==> src/rtl/trap_stack_pkg.sv <==
package trap_stack_pkg;

   typedef struct packed {
      logic sup;
      logic ien;
      logic cnd;
   } stat_rec_t;

   typedef enum logic [1:0] {
      SEL_STAT  = 2'd0,
      SEL_STAT2 = 2'd1,
      SEL_SPC   = 2'd2,
      SEL_SPC2  = 2'd3
   } ctl_sel_e;

   localparam int STAT_LEVELS = 3;
   localparam int SUP_POS     = 7;
   localparam int IEN_POS     = 6;
   localparam int CND_POS     = 0;
   localparam int BAK_SHIFT   = 8;

   function automatic stat_rec_t rec_from_word(input logic [15:0] w, input int shift);
      stat_rec_t r;
      r.sup = w[SUP_POS + shift];
      r.ien = w[IEN_POS + shift];
      r.cnd = w[CND_POS + shift];
      return r;
   endfunction

   function automatic logic [15:0] word_from_rec(input stat_rec_t r, input int shift);
      logic [15:0] w;
      w = '0;
      w[SUP_POS + shift] = r.sup;
      w[IEN_POS + shift] = r.ien;
      w[CND_POS + shift] = r.cnd;
      return w;
   endfunction

endpackage

==> src/rtl/tss_status_stack.sv <==
module tss_status_stack
   import trap_stack_pkg::*;
#(
   parameter int LEVELS = STAT_LEVELS
) (
   input  logic                  clk,
   input  logic                  rst_n,
   input  logic                  trap_take,
   input  logic [LEVELS-1:0]     wr_lvl,
   input  stat_rec_t [LEVELS-1:0] wr_rec,
   output stat_rec_t [LEVELS-1:0] lvl_q
);

   generate
      if (LEVELS < 2) begin : g_bad_levels
         $error("tss_status_stack: LEVELS must be at least 2");
      end
   endgenerate

   always_ff @(posedge clk or negedge rst_n) begin
      if (!rst_n) begin
         lvl_q <= '0;
      end else if (trap_take) begin
         lvl_q[0].sup <= lvl_q[0].sup;
         lvl_q[0].ien <= 1'b0;
         lvl_q[0].cnd <= 1'b0;
         for (int i = 1; i < LEVELS; i++) begin
            lvl_q[i] <= lvl_q[i-1];
         end
      end else begin
         for (int i = 0; i < LEVELS; i++) begin
            if (wr_lvl[i]) lvl_q[i] <= wr_rec[i];
         end
      end
   end

   // supervisor flag survives a trap, the other two are cleared
   a_r4_cur_fields: assert property (@(posedge clk) disable iff (!rst_n)
      trap_take |=> (lvl_q[0].sup == $past(lvl_q[0].sup)) && !lvl_q[0].ien && !lvl_q[0].cnd);

   // the current record moves into the backup level
   a_r4_push_backup: assert property (@(posedge clk) disable iff (!rst_n)
      trap_take |=> lvl_q[1] == $past(lvl_q[0]));

   // the deepest level takes the level above it
   a_r3_push_deep: assert property (@(posedge clk) disable iff (!rst_n)
      trap_take |=> lvl_q[LEVELS-1] == $past(lvl_q[LEVELS-2]));

endmodule

==> src/rtl/tss_pc_stack.sv <==
module tss_pc_stack #(
   parameter int ADDR_W   = 32,
   parameter int DEPTH    = 2,
   parameter int RET_OFF  = 4,
   parameter int ALIGN_LG2 = 2
) (
   input  logic                         clk,
   input  logic                         rst_n,
   input  logic                         trap_take,
   input  logic [ADDR_W-1:0]            trap_pc,
   input  logic [DEPTH-1:0]             wr_lvl,
   input  logic [ADDR_W-1:0]            wr_data,
   output logic [DEPTH-1:0][ADDR_W-1:0] pc_q
);

   localparam logic [ADDR_W-1:0] ALIGN_MASK = {{(ADDR_W-ALIGN_LG2){1'b1}}, {ALIGN_LG2{1'b0}}};
   localparam logic [ADDR_W-1:0] RET_INC    = ADDR_W'(RET_OFF);

   generate
      if (DEPTH < 2) begin : g_bad_depth
         $error("tss_pc_stack: DEPTH must be at least 2");
      end
      if (ALIGN_LG2 < 1 || ALIGN_LG2 >= ADDR_W) begin : g_bad_align
         $error("tss_pc_stack: ALIGN_LG2 out of range");
      end
   endgenerate

   logic [ADDR_W-1:0] ret_addr;
   assign ret_addr = (trap_pc + RET_INC) & ALIGN_MASK;

   always_ff @(posedge clk or negedge rst_n) begin
      if (!rst_n) begin
         pc_q <= '0;
      end else if (trap_take) begin
         pc_q[0] <= ret_addr;
         for (int i = 1; i < DEPTH; i++) begin
            pc_q[i] <= pc_q[i-1];
         end
      end else begin
         for (int i = 0; i < DEPTH; i++) begin
            if (wr_lvl[i]) pc_q[i] <= wr_data & ALIGN_MASK;
         end
      end
   end

   // older saved PC shifts down on a trap
   a_r5_pc_shift: assert property (@(posedge clk) disable iff (!rst_n)
      trap_take |=> pc_q[1] == $past(pc_q[0]));

   // backup PC becomes trap address plus the return offset
   a_r6_ret_addr: assert property (@(posedge clk) disable iff (!rst_n)
      trap_take |=> pc_q[0][ADDR_W-1:ALIGN_LG2] == ($past(trap_pc) + RET_INC) >> ALIGN_LG2);

   // stored PCs are always aligned
   a_r11_aligned: assert property (@(posedge clk) disable iff (!rst_n)
      (pc_q[0][ALIGN_LG2-1:0] == '0) && (pc_q[DEPTH-1][ALIGN_LG2-1:0] == '0));

endmodule

==> src/rtl/tss_vector_gen.sv <==
module tss_vector_gen #(
   parameter int ADDR_W     = 32,
   parameter int NUM_W      = 4,
   parameter int VEC_BASE   = 'h40,
   parameter int STRIDE_LG2 = 2
) (
   input  logic [NUM_W-1:0]  num,
   output logic [ADDR_W-1:0] vec
);

   localparam logic [ADDR_W-1:0] BASE = ADDR_W'(VEC_BASE);

   generate
      if (NUM_W + STRIDE_LG2 >= ADDR_W) begin : g_bad_width
         $error("tss_vector_gen: vector table does not fit the address width");
      end
   endgenerate

   assign vec = BASE + (ADDR_W'(num) << STRIDE_LG2);

endmodule

==> src/rtl/trap_state_stack.sv <==
module trap_state_stack
   import trap_stack_pkg::*;
#(
   parameter int ADDR_W     = 32,
   parameter int NUM_W      = 4,
   parameter int VEC_BASE   = 'h40,
   parameter int STRIDE_LG2 = 2,
   parameter int RET_OFF    = 4
) (
   input  logic              clk,
   input  logic              rst_n,
   input  logic              reg_wr_en,
   input  logic [1:0]        reg_sel,
   input  logic [ADDR_W-1:0] reg_wdata,
   output logic [ADDR_W-1:0] reg_rdata,
   input  logic              trap_valid,
   input  logic [NUM_W-1:0]  trap_num,
   input  logic [ADDR_W-1:0] trap_pc,
   output logic              vector_valid,
   output logic [ADDR_W-1:0] vector_addr
);

   localparam int PC_DEPTH = 2;

   generate
      if (ADDR_W < 16) begin : g_bad_addr
         $error("trap_state_stack: ADDR_W must be at least 16");
      end
   endgenerate

   logic wr_ok;
   assign wr_ok = reg_wr_en && !trap_valid;

   // status stack write paths
   logic      [STAT_LEVELS-1:0] st_wr;
   stat_rec_t [STAT_LEVELS-1:0] st_wrec;
   stat_rec_t [STAT_LEVELS-1:0] st_q;

   assign st_wr[0]   = wr_ok && (reg_sel == SEL_STAT);
   assign st_wr[1]   = wr_ok && (reg_sel == SEL_STAT);
   assign st_wr[2]   = wr_ok && (reg_sel == SEL_STAT2);
   assign st_wrec[0] = rec_from_word(reg_wdata[15:0], 0);
   assign st_wrec[1] = rec_from_word(reg_wdata[15:0], BAK_SHIFT);
   assign st_wrec[2] = rec_from_word(reg_wdata[15:0], 0);

   tss_status_stack #(.LEVELS(STAT_LEVELS)) u_status (
      .clk      (clk),
      .rst_n    (rst_n),
      .trap_take(trap_valid),
      .wr_lvl   (st_wr),
      .wr_rec   (st_wrec),
      .lvl_q    (st_q)
   );

   // saved PC stack
   logic [PC_DEPTH-1:0]             pc_wr;
   logic [PC_DEPTH-1:0][ADDR_W-1:0] pc_q;

   assign pc_wr[0] = wr_ok && (reg_sel == SEL_SPC);
   assign pc_wr[1] = wr_ok && (reg_sel == SEL_SPC2);

   tss_pc_stack #(
      .ADDR_W   (ADDR_W),
      .DEPTH    (PC_DEPTH),
      .RET_OFF  (RET_OFF),
      .ALIGN_LG2(2)
   ) u_pcs (
      .clk      (clk),
      .rst_n    (rst_n),
      .trap_take(trap_valid),
      .trap_pc  (trap_pc),
      .wr_lvl   (pc_wr),
      .wr_data  (reg_wdata),
      .pc_q     (pc_q)
   );

   tss_vector_gen #(
      .ADDR_W    (ADDR_W),
      .NUM_W     (NUM_W),
      .VEC_BASE  (VEC_BASE),
      .STRIDE_LG2(STRIDE_LG2)
   ) u_vec (
      .num(trap_num),
      .vec(vector_addr)
   );

   assign vector_valid = trap_valid;

   // read mux
   logic [15:0] stat_word;
   logic [15:0] stat2_word;
   assign stat_word  = word_from_rec(st_q[0], 0) | word_from_rec(st_q[1], BAK_SHIFT);
   assign stat2_word = word_from_rec(st_q[2], 0);

   always_comb begin
      unique case (reg_sel)
         SEL_STAT:  reg_rdata = ADDR_W'(stat_word);
         SEL_STAT2: reg_rdata = ADDR_W'(stat2_word);
         SEL_SPC:   reg_rdata = pc_q[0];
         default:   reg_rdata = pc_q[1];
      endcase
   end

   // a trap beats a simultaneous status write, interrupt enable ends up clear
   a_r9_trap_wins: assert property (@(posedge clk) disable iff (!rst_n)
      (trap_valid && reg_wr_en && reg_sel == SEL_STAT) |=> !st_q[0].ien && !st_q[0].cnd);

   // the redirect address lies on a vector slot boundary
   a_r7_vec_slot: assert property (@(posedge clk) disable iff (!rst_n)
      vector_valid |-> vector_addr[STRIDE_LG2-1:0] == '0);

   // with no trap and no write, the state holds still
   a_r8_quiet_hold: assert property (@(posedge clk) disable iff (!rst_n)
      (!trap_valid && !reg_wr_en) |=> $stable(stat_word) && $stable(stat2_word) && $stable(pc_q));

endmodule

==> config.mk <==
export PLATFORM = sky130hd
export DESIGN_NAME = trap_state_stack
export DESIGN_NICKNAME = d
export VERILOG_FILES = /design/src/rtl/trap_stack_pkg.sv /design/src/rtl/tss_status_stack.sv /design/src/rtl/tss_pc_stack.sv /design/src/rtl/tss_vector_gen.sv /design/src/rtl/trap_state_stack.sv
export SDC_FILE = /design/constraint.sdc
export NUM_CORES = 1
export LEC_CHECK = 0
export ABC_CLOCK_PERIOD_IN_PS = 3800
export BUFFER_PORTS_ARGS = -buffer_cell sky130_fd_sc_hd__buf_2
export CORE_ASPECT_RATIO = 0.75
export CORE_MARGIN = 5
export CORE_UTILIZATION = 50
export DETAILED_ROUTE_END_ITERATION = 12
export GPL_ROUTABILITY_DRIVEN = 0
export MAX_ROUTING_LAYER = met4
export PLACE_DENSITY = 0.82
export RECOVER_POWER = 100
export REMOVE_ABC_BUFFERS = 1
export SYNTH_ARGS = -nofsm -noshare
export SYNTH_HDL_FRONTEND = slang
export SYNTH_SLANG_ARGS = --single-unit
==> constraint.sdc <==
create_clock -name clk -period 3.8 [get_ports clk]
set_input_delay 0.57 -clock clk [delete_from_list [all_inputs] [get_ports clk]]
set_output_delay 0.57 -clock clk [all_outputs]
set_load 0.05 [all_outputs]
==> qor.csv <==
metric;value;unit
run_status;finished, violations left;
violations;max-capacitance violations, max-slew violations;
synth.avg_cell_area;9.298;um^2
drc;0;
ctsResizeCount;0;
fmax;333.4;MHz
synthesis.instances;501;
clk_latency;0.33;ns
peakVddDrop;0.2990;mV
pre_cts_ws;0.9559;ns
path_max_fanout;36;
setup_violations;0;
fin_area;5300;um^2
area_delta_synth_final;13.78;%
cts_inserted_buffers;9;
hold_viol_final;0;
drive_gt1_share;20.52;%
synth.distinct_cells;45;
cts-root-buf;clkbuf_16;
finalClockSkew;0.003974;ns
synth-seq-area-share;37.07;%
antenna_found_initial;1;
initial_core_util;51.28;%
fin_crit_sh;78.93;%
hp-class;in2reg;
grt_setup_unrepaired;no;
hpwl;8133;um
finalSetupTns;0;ns
slew-limit-headroom;-77.61;%
cts_sinks;69;
vias;3845;
finalPower;0.002259;W
n_fill_cell;812;
grt_overflow;0;
grt_usage;21.80;%
cap_violations;1;
initialDrtViolationCount;238;
yosys_warnings;0;
cp-start-kind;input pin;
cts_buffer_depth;2;
die_h;93.59;um
power_density;426.3;nW/um^2
fin_crit;2.999;ns
wirelength;11710;um
cts.clk_slew.worst_paths;0.05;ns
cp_slowest_cell;clkbuf_2;
grt_pass1_vias;3948;
leakage;2.489;nW
synthesis.area;4658;um^2
required;3.23;ns
ctsHoldBuffers;0;
dieArea;11370;um^2
portBuffers;98;
slowest_delay;0.64;ns
grt_max_degree;74;
cp-end-kind;output pin;
io_pins;139;
synth_seq_cells;69;
first_pass_iters;5;
placed_cell_area;5066;um^2
die_w;121.5;um
crit_type;in2out;
wl_per_cell;16.51;um
floorplan.rows;30;
cts_tree;yes;
grt_pass1_wl;19480;um
drtAntennaViolNets;0;
post-cts-setup-buffers;0;
finalNetCount;650;
tightest_slew;2.664;ns
cts-htree-levels;3;
slew_viol_final;51;
cp.arrival;2.43;ns
worstPathCellList;clkbuf_2 > nor2_1 > a22o_1 > clkbuf_1;
core_area;9084;um^2
fin_ws;0.8007;ns
vias_per_cell;5.423;
-- per-stage QoR --
| stage | hold WS, ns | utilization, % | cells |
|---|---|---|---|
| 2_1_floorplan | 0.2744 | - | 461 |
| 3_3_place_gp | 0.4759 | 55.77 | 692 |
| 3_5_place_dp | 0.4891 | 55.77 | 692 |
| 4_1_cts | 0.4629 | 58.99 | 708 |
| 5_1_grt | 0.4672 | 58.35 | 709 |
| 6_report | 0.4814 | 58.35 | 709 |
-- critical path: cells and delay by family --
kind	cells	cell delay, ns
and+or+nand+nor	1	0.52
AOI/OAI and AO/OA	1	0.21
buffers and inverters	2	1.11
-- synthesized netlist by cell type (all sizes together) --
cell     n  area (um^2)
a22o     3        26.28
xor2     1        8.760
a31o     2        17.52
nor4     5        31.28
buf     43        299.0
nor3     6        30.03
and3     3        18.77
a21oi    1        5.000
o21a     1        7.510
and4     3        26.28
nand4    7        58.81
ha       1        12.51
nor2b   25        156.4
o21ai   52        260.3
nor2    20        75.07
dfrtp   69         1727
a21boi   1        7.510
nand3b   2        15.01
nand2   60        225.2
mux2    25        281.5
o22ai    1        6.260
mux2i   72        720.7
a31oi   14        87.58
mux4     2        45.04
nand3    9        50.05
clkbuf  24        90.09
nand2b   1        6.260
nor3b    1        12.51
or4b     2        20.02
conb     2        7.510
o31ai    8        60.06
or2      1        6.260
o41ai    2        17.52
inv      3        11.26
and2     3        18.77
a211oi   5        37.54
xnor2    8        70.07
or4     10        82.58
or3      3        18.77
-- state kept, by name (all words and copies together), names as in the netlist --
register and flops:
u_pcs.pc_q 60, u_status.lvl_q 9
-- logic make-up (layout without fill, tap and decap cells) --
| group | after synthesis | after routing | share of synthesized area [%] |
|---|---|---|---|
| AO/OA/AOI/OAI | 90 | 90 | 11.44 |
| XOR/XNOR | 9 | 9 | 1.692 |
| adder cells (fa/ha/maj) | 1 | 1 | 0.2686 |
| buffers and inverters | 70 | 122 | 8.595 |
| flip-flops | 69 | 69 | 37.07 |
| multiplexers | 99 | 99 | 22.48 |
| other | 2 | 30 | 0.1612 |
| AND/OR/NAND/NOR | 161 | 161 | 18.29 |
-- path summary, 6_finish.rpt --
path | startpoint | slack [ns] | cells past startpoint | endpoint
max | reg_sel[0] | 0.80 | 4 | reg_rdata[15]
max reg2reg | u_pcs.pc_q[25] | 2.76 | 3 | u_pcs.pc_q[25]
min reg2reg | u_pcs.pc_q[17] | 0.50 | 2 | u_pcs.pc_q[49]
min | trap_pc[2] | 0.48 | 2 | u_pcs.pc_q[2]
max in group asynchronous | rst_n | 1.21 | 1 | u_pcs.pc_q[15]
min in group asynchronous | rst_n | 1.09 | 1 | u_pcs.pc_q[4]
-- cell type report --
class                      count  area [um^2]  share of cell area [%]
antenna                        1        2.502                 0.04721
clock buffer                  11        242.7                   4.580
clock inverter                 5        50.05                  0.9443
inverter                       3        11.26                  0.2125
multi-input combinational    389         2628                   49.58
sequential                    69         1727                   32.58
tap                          128        160.2                   3.022
timing repair buffer         103        479.2                   9.042
-- per-layer routing --
metal | track usage [%] | wire, um | vias up | share of wire, %
met5 | - | 0 | - | 0
met4 | 5.317 | 72 | 0 | 0.62
met3 | 5.441 | 703 | 6 | 6.0
met2 | 33.20 | 5484 | 125 | 47
met1 | 29.44 | 5445 | 1831 | 47
li1 | - | - | 1883 | -
-- cell usage in the layout (no fill, tap or decap), types with 8 or more instances in the layout --
cell and n:
nor2b_1 25, xnor2_1 8, clkbuf_16 9, a31oi_1 14, nand2_1 60, o31ai_1 8
dfrtp_1 69, clkbuf_1 34, o21ai_0 52, nor2_1 20, buf_2 64, mux2i_1 72
nand3_1 8, or4_1 8, mux2_2 25, conb_1 29
-- power breakdown --
part / internal (W) / switching, W
clock network: 0.000521 / 0.000306
logic: 0.000177 / 0.000382
registers: 0.000819 / 0.0000536
total: 0.00152 / 0.000742
Power figures use the tool's default switching activity.
